===== config.mk =====
export PLATFORM = sky130hd
export DESIGN_NAME = flash_fifo_irq
export DESIGN_NICKNAME = d
export VERILOG_FILES = /design/src/rtl/flash_fifo_irq.sv
export SDC_FILE = /design/constraint.sdc
export NUM_CORES = 1
export LEC_CHECK = 0
export BUFFER_PORTS_ARGS = -buffer_cell sky130_fd_sc_hd__buf_2
export CAP_MARGIN = 20
export CORE_MARGIN = 5
export CORE_UTILIZATION = 49
export CTS_CLUSTER_DIAMETER = 150
export DETAILED_ROUTE_END_ITERATION = 12
export HOLD_SLACK_MARGIN = 0.12
export PLACE_DENSITY_LB_ADDON = 0.1
export SLEW_MARGIN = 20
export SYNTH_ARGS = -nofsm -noshare
export SYNTH_HDL_FRONTEND = slang
export SYNTH_SLANG_ARGS = --single-unit
export TNS_END_PERCENT = 5

===== constraint.sdc =====
create_clock -name clk -period 9.8 [get_ports clk]
set_input_delay 1.47 -clock clk [delete_from_list [all_inputs] [get_ports clk]]
set_output_delay 1.47 -clock clk [all_outputs]
set_load 0.005 [all_outputs]

===== src/rtl/flash_fifo_irq.sv =====
module flash_fifo_irq #(
  parameter int DW       = 32,
  parameter int DEPTH    = 16,
  parameter int SRST_CYC = 4,
  parameter int AW       = 3
) (
  input  logic          clk,
  input  logic          rst_n,
  input  logic          reg_wr,
  input  logic          reg_rd,
  input  logic [AW-1:0] reg_addr,
  input  logic [DW-1:0] reg_wdata,
  output logic [DW-1:0] reg_rdata,
  input  logic          eng_tx_pop,
  output logic [DW-1:0] eng_tx_data,
  output logic          eng_tx_valid,
  input  logic          eng_rx_push,
  input  logic [DW-1:0] eng_rx_data,
  output logic          eng_rx_ready,
  input  logic          evt_xfer_done,
  input  logic          evt_bus_err,
  input  logic          evt_serial_err,
  input  logic          evt_dma_done,
  output logic          srst_busy,
  output logic          irq
);
  localparam int PW = $clog2(DEPTH);
  localparam int LW = $clog2(DEPTH + 1);
  localparam int CW = $clog2(SRST_CYC + 1);
  localparam logic [AW-1:0] A_DATA = AW'(0);
  localparam logic [AW-1:0] A_STAT = AW'(1);
  localparam logic [AW-1:0] A_RAW  = AW'(2);
  localparam logic [AW-1:0] A_MASK = AW'(3);
  localparam logic [AW-1:0] A_CLR  = AW'(4);
  localparam logic [AW-1:0] A_MSKD = AW'(5);
  localparam logic [AW-1:0] A_RST  = AW'(6);

  logic [DW-1:0] tx_mem [DEPTH];
  logic [DW-1:0] rx_mem [DEPTH];
  logic [PW-1:0] tx_wp, tx_rp, rx_wp, rx_rp;
  logic [LW-1:0] tx_cnt, rx_cnt, tx_cnt_nxt, rx_cnt_nxt;
  logic [CW-1:0] srst_cnt;
  logic [7:0]    raw, mask, set_v, clr_v;
  logic          busy;
  logic          tx_full, tx_empty, rx_full, rx_empty;
  logic          host_wd, host_rd, tx_push, tx_ovf, tx_pop, rx_push, rx_pop, rx_unf;
  logic [DW-1:0] status;

  function automatic logic [PW-1:0] bump(input logic [PW-1:0] p);
    return (p == PW'(DEPTH - 1)) ? '0 : p + 1'b1;
  endfunction

  assign busy      = srst_cnt != '0;
  assign srst_busy = busy;
  assign tx_full   = tx_cnt == LW'(DEPTH);
  assign tx_empty  = tx_cnt == '0;
  assign rx_full   = rx_cnt == LW'(DEPTH);
  assign rx_empty  = rx_cnt == '0;

  assign host_wd = reg_wr && reg_addr == A_DATA && !busy;
  assign host_rd = reg_rd && reg_addr == A_DATA && !busy;
  assign tx_push = host_wd && !tx_full;
  assign tx_ovf  = host_wd && tx_full;
  assign tx_pop  = eng_tx_pop && !tx_empty && !busy;
  assign rx_push = eng_rx_push && !rx_full && !busy;
  assign rx_pop  = host_rd && !rx_empty;
  assign rx_unf  = host_rd && rx_empty;

  assign tx_cnt_nxt = busy ? '0 : tx_cnt + LW'(tx_push) - LW'(tx_pop);
  assign rx_cnt_nxt = busy ? '0 : rx_cnt + LW'(rx_push) - LW'(rx_pop);

  assign eng_tx_data  = tx_mem[tx_rp];
  assign eng_tx_valid = !tx_empty && !busy;
  assign eng_rx_ready = !rx_full && !busy;

  always_ff @(posedge clk) begin
    if (tx_push) tx_mem[tx_wp] <= reg_wdata;
    if (rx_push) rx_mem[rx_wp] <= eng_rx_data;
  end

  always_ff @(posedge clk or negedge rst_n) begin
    if (!rst_n) begin
      tx_wp <= '0; tx_rp <= '0; tx_cnt <= '0;
      rx_wp <= '0; rx_rp <= '0; rx_cnt <= '0;
    end else if (busy) begin
      tx_wp <= '0; tx_rp <= '0; tx_cnt <= '0;
      rx_wp <= '0; rx_rp <= '0; rx_cnt <= '0;
    end else begin
      if (tx_push) tx_wp <= bump(tx_wp);
      if (tx_pop)  tx_rp <= bump(tx_rp);
      if (rx_push) rx_wp <= bump(rx_wp);
      if (rx_pop)  rx_rp <= bump(rx_rp);
      tx_cnt <= tx_cnt_nxt;
      rx_cnt <= rx_cnt_nxt;
    end
  end

  assign set_v = {evt_dma_done && !busy, evt_serial_err && !busy,
                  evt_bus_err && !busy, evt_xfer_done && !busy,
                  !tx_empty && tx_cnt_nxt == '0, tx_ovf, rx_unf,
                  !rx_full && rx_cnt_nxt == LW'(DEPTH)};
  assign clr_v = (reg_wr && reg_addr == A_CLR) ? reg_wdata[7:0] : 8'h00;

  always_ff @(posedge clk or negedge rst_n) begin
    if (!rst_n) begin
      raw      <= '0;
      mask     <= 8'hFF;
      srst_cnt <= '0;
    end else begin
      raw <= busy ? 8'h00 : ((raw & ~clr_v) | set_v);
      if (reg_wr && reg_addr == A_MASK) mask <= reg_wdata[7:0];
      if (busy) srst_cnt <= srst_cnt - 1'b1;
      else if (reg_wr && reg_addr == A_RST && reg_wdata[0]) srst_cnt <= CW'(SRST_CYC);
    end
  end

  assign irq = |(raw & ~mask);

  always_comb begin
    status = '0;
    status[0] = tx_full;
    status[1] = tx_empty;
    status[2] = rx_empty;
    status[3] = rx_full;
    status[8 +: LW]  = LW'(DEPTH) - tx_cnt;
    status[16 +: LW] = rx_cnt;
  end

  always_comb begin
    case (reg_addr)
      A_DATA:  reg_rdata = rx_empty ? '0 : rx_mem[rx_rp];
      A_STAT:  reg_rdata = status;
      A_RAW:   reg_rdata = DW'(raw);
      A_MASK:  reg_rdata = DW'(mask);
      A_MSKD:  reg_rdata = DW'(raw & ~mask);
      A_RST:   reg_rdata = DW'(busy);
      default: reg_rdata = '0;
    endcase
  end
endmodule



=== Word level (Yosys, flattened, before mapping) ===
Memory sizes are Yosys's and may differ from the RTL's.
Index checks and enable logic that the tools add are counted.

* Equality and inequality tests: 13
* $add $sub $neg: 10
* Bitwise gates (word level): 7
* Reduce and logical (&&, ||, !) cells: 40
* Multiplexer cells: 26

{| class="wikitable"
|+ Operator list
! cell !! count
|-
| one-hot mux 32 bit (6 select lines) || 1
|-
| two-way mux 4 bit || 12
|-
| bitwise AND 8 x 32 -> 32 bit || 1
|-
| two-way mux 32 bit || 1
|-
| NOT 8 -> 32 bit || 1
|-
| logical AND 1 bit || 24
|-
| two-way mux 5 bit || 4
|-
| adder 4 x 1 -> 4 bit, second input constant || 4
|-
| bitwise AND 8 bit || 2
|-
| == test 4 bit, second input constant || 4
|-
| two-way mux 8 bit || 2
|-
| NOT 8 bit || 2
|-
| == test 5 bit, second input constant || 3
|-
| logical NOT 5 bit || 3
|-
| adder 5 x 1 -> 5 bit || 2
|-
| nonzero test 2 bit || 5
|-
| subtractor 5 x 1 -> 5 bit || 2
|-
| == test 3 bit, second input constant || 3
|-
| OR 8 bit || 1
|-
| OR reduction 8 bit || 1
|-
| == test 3 x 2 -> 1 bit, second input constant || 2
|-
| two-way mux 3 bit || 2
|-
| logical NOT 1 bit || 5
|-
| subtractor 5 bit, first input constant || 1
|-
| 5 further kinds || 8
|}

* Register bits after elaboration: 45
* Bits of input ports: 77
* Bits in writable memories: 1024
* Memories kept: 2
* Output and inout bits: 68

{| class="wikitable"
|+ Memory list
! memory !! depth !! bits a word !! read ports !! clocked after memory_dff !! write ports !! line !! RTL
|-
| rx_mem || 16 || 32 || 1 || 0 || 1 || 39 || <nowiki>logic [DW-1:0] rx_mem [DEPTH];</nowiki>
|-
| tx_mem || 16 || 32 || 1 || 0 || 1 || 38 || <nowiki>logic [DW-1:0] tx_mem [DEPTH];</nowiki>
|}

=== Longest topological paths before layout ===
* Depth in word-level cells: 11
* Mapped depth: 15
* Gate-level depth less buffers: 15

=== Least setup slack after synthesis ===
Ideal clock, no wire load.

* Path kind: input port to flip-flop
* From: input reg_addr[1]
* To: memory tx_mem[7][0], enable pin
* Setup slack: 4.698 ns
* Required time: 9.339 ns
* Buffers on the path: 0
* Stages: 4
* Data arrival time: 4.641 ns
* Cell sequence: or3_4 > nor4_4 > inv_2 > nor3_1

* Cells in the longest elaborated chain, start to end: 6

{| class="wikitable"
|+ RTL lines
! element !! line !! RTL
|-
| from (decl) || 11 || <nowiki>input logic [AW-1:0] reg_addr,</nowiki>
|-
| logical NOT 3 bit || 60 || <nowiki>assign host_wd = reg_wr && reg_addr == A_DATA && !busy;</nowiki>
|-
| logical AND 1 bit (2 in series) || 60 ||
|-
| logical AND 1 bit || 62 || <nowiki>assign tx_push = host_wd && !tx_full;</nowiki>
|-
| two-way mux 1 bit || 77 || <nowiki>if (tx_push) tx_mem[tx_wp] <= reg_wdata;</nowiki>
|-
| two-way mux 1 bit (not written as such) || 77 ||
|-
| to (decl) || 38 ||
|}

Every way passes these cells.

=== Final worst setup path ===
* From: register tx_rp[1]
* To: output eng_tx_data[2]

* Cells in the longest elaborated chain, start to end: 1

{| class="wikitable"
|+ RTL lines
! element !! line !! RTL
|-
| from (decl) || 40 || <nowiki>logic [PW-1:0] tx_wp, tx_rp, rx_wp, rx_rp;</nowiki>
|-
| from (signal assigned) || 90 || <nowiki>if (tx_pop) tx_rp <= bump(tx_rp);</nowiki>
|-
| memory read (16 x 32 bit) || -- ||
|-
| to (decl) || 15 || <nowiki>output logic [DW-1:0] eng_tx_data,</nowiki>
|}

Every way passes these cells.

==> metrics <==
number of flops mapped to enable cells by yosys=1024; Synth Flop Type=edfxtp_1; Die Height=303 um; CTS buffer count=110; Worst-path clk slew=0.06 ns; Fillers=6563; Initial Util=0.493; Critical-path top delay cell=and2_2; DRT Pass-1 Iters=5; initial antenna violation count=14; post-synth top area share=0.732; RSZ-0062 raised after global routing=no; Worst Path Required=8.33 ns; cell taking the most area after synthesis=edfxtp_1; fin crit period=5.76 ns; asr flop ratio synth=0.0421; fmax=174 MHz; Leak=15.6 nW; Power Density=249 nW/um^2; Total GRT Usage=0.212; CTS root buffer=clkbuf_16; DP Cell Count=3294; Vias/cell=5.91; Synth Area per Inst=20.3 um^2; IO buf count=144; Final TNS setup=0 ns; Max-slew headroom=0.246; Routed wire per std cell=27.6 um; Final Max Tran Viols=0; crit path DAT=4.29 ns; GP Congestion=0.737; post-route ant nets=0; Mapped Nets=2174; H-tree depth=3; Ports=145; CORE AREA=85100 um^2; DR DRC count=0; final setup margin=4.04 ns; maxcap violations=0; Final Non-Filler Cells=3507; Least-Margin Pin Slew=1.13 ns; slowest stage delay, CP=0.93 ns; Worst setup SP type=register; total grt overflow=0; Die Area=91700 um^2; peak supply drop=0.227 mV; crit path cell chain=buf_4, and2_2, buf_4, a221oi_1, a22oi_1, nand2_1, buf_2; delay-heaviest family, CP=buffers and inverters; final hold vios=0; Setup Slack @ Placement=4.52 ns; detailed-route via count=20714; Yosys reg bits=1069; kind of critical path=register to output pin; Syn-to-layout area delta=13.8%; chip width=303 um; number of global-route vias before repair=21629; Crit path top cell by count=buf_4; Seq/Total Area, Yosys=0.759; Initial DRC Count=1785; # hold bufs at CTS=0; Post-DP HPWL=51.5 mm; largest net degree at the start of global routing=103; worst setup skew after layout=0.0298 ns; TritonCTS clock tree=done; worst hold path class=register to register; worst-case clock buffer depth=3; period utilization=0.587; Worst Path Buf+Inv=3; yosys warns=0; Post-Syn Area=42000 um^2; share of layout cells above drive strength 1=0.265; FP Rows=107; Clk Latency, worst-skew pair=0.68 ns; Num Clock Sinks=1069; Synth Instances=2069; CP Max Fanout=37; Final setup viols=0; final net count=2367; Setup crit end kind=output pin; synth unique cells=63; first-pass GRT wire length=143 mm; routed wire length=96.7 mm; outcome=finished, final reports clean; Post-CTS Setup Inserts=0; WHS=0.516 ns; dominant cells by area after synthesis=edfxtp_1 73%, mux4_2 10%, mux2i_1 4.3%; quantity of gates resized following cts=0
-- cell usage in the layout, fill, tap and decap left out, types with 4 or more instances in the layout --
cell	n
a21oi_1	22
a221oi_1	65
inv_1	27
clkinv_2	19
nor2b_1	9
clkinvlp_4	4
o22ai_1	14
xor2_1	6
and2_2	9
mux2i_1	181
nand2_1	68
mux4_2	192
and2_1	5
diode_2	10
nor2_1	27
mux2_2	23
dfrtp_4	4
buf_2	144
a22oi_1	48
nor2_4	13
dfrtp_1	31
bufinv_16	11
xnor2_1	5
clkinv_1	27
clkbuf_1	20
dfstp_2	8
nand3_1	11
nand2b_1	9
nor3_2	7
buf_4	46
ha_1	26
clkbuf_16	110
edfxtp_1	1024
o211ai_1	5
o21ai_0	47
-- Yosys cell counts, types with 5 or more instances --
cell type,number
o211ai_1,5
dfstp_2,8
nand3_1,11
dfrtp_1,37
nand2b_1,9
inv_1,27
clkbuf_1,45
mux2_2,23
nor2_1,40
buf_2,42
mux2i_1,181
a221oi_1,65
xor2_1,6
and3_1,6
a22oi_1,48
o21ai_0,47
nor2b_1,10
nor3_1,8
and2_1,14
mux4_2,192
edfxtp_1,1024
a21oi_1,22
o22ai_1,14
nand2_1,68
buf_4,11
xnor2_1,5
buf_1,12
ha_1,26
-- metal layers --
layer / vias up / routed length, um / track usage
li1: 8984 / - / -
met1: 10971 / 39400 / 0.284
met2: 599 / 48800 / 0.361
met3: 154 / 6100 / 0.0414
met4: 6 / 2330 / 0.0570
met5: - / 37 / 0
-- flip-flops by register name, summed over array words and instances, names as in the netlist --
signal    count
rx_mem      512
tx_mem      512
mask          8
raw           8
rx_cnt        5
tx_cnt        5
rx_rp         4
rx_wp         4
tx_rp         4
tx_wp         4
srst_cnt      3
-- final timing paths --
| check | from | cells past startpoint | to | slack [ns] |
|---|---|---|---|---|
| max reg2reg | tx_cnt[0] | 15 | raw[3] | 5.97 |
| max in group asynchronous | rst_n | 2 | rx_rp[0] | 8.39 |
| min in group asynchronous | rst_n | 2 | rx_wp[1] | 0.89 |
| min reg2reg | srst_cnt[0] | 1 | srst_cnt[0] | 0.52 |
| max | tx_rp[1] | 7 | eng_tx_data[2] | 4.04 |
| min | srst_cnt[0] | 1 | srst_cnt[0] | 0.52 |
-- worst reg2reg max path, delay by kind of cell, from the launching register on --
family / cells / cell delay (ns)
compound gates: 3 / 0.49
fa+ha+maj: 5 / 1.43
buf+inv: 4 / 0.44
flops: 1 / 0.48
mux: 1 / 0.14
simple gates: 2 / 0.75
-- final cells by class --
class | count | area (um^2) | share of cell area
multi-input combinational | 859 | 9650 | 0.202
antenna | 10 | 25.0 | 0.000523
clock inverter | 71 | 721 | 0.0151
inverter | 30 | 113 | 0.00236
sequential | 1069 | 31900 | 0.667
clock buffer | 132 | 2860 | 0.0597
tap | 1144 | 1430 | 0.0299
timing repair buffer | 192 | 1110 | 0.0231
-- power breakdown --
| part | internal (mW) | switching (mW) | total, mW |
|---|---|---|---|
| registers | 5.24 | 0.225 | 5.47 |
| clock network | 2.38 | 1.72 | 4.10 |
| logic | 1.06 | 1.29 | 2.36 |
| total | 8.68 | 3.24 | 11.9 |
-- kinds of logic (layout without fill, tap and decap cells) --
family / count (synthesis) / in the layout / synth area share
AOI/OAI and AO/OA: 228 / 228 / 0.0387
xor gates and xnor gates: 11 / 11 / 0.00229
adders and majority gates: 28 / 28 / 0.00870
buffers and inverters: 141 / 425 / 0.0150
DFF: 1069 / 1069 / 0.759
muxes: 396 / 396 / 0.152
other: 0 / 10 / 0
and+or+nand+nor: 196 / 196 / 0.0241
-- through the flow --
step / util / area [um^2] / power (mW)
4_1_cts: 0.561 / 47800 / 12.1
5_1_grt: 0.561 / 47800 / 12.5
6_report: 0.561 / 47800 / 11.9
3_3_place_gp: 0.519 / 44200 / 7.92
3_5_place_dp: 0.519 / 44200 / 7.97
2_1_floorplan: - / 42000 / 7.12
(Power assumes the default switching activity.)
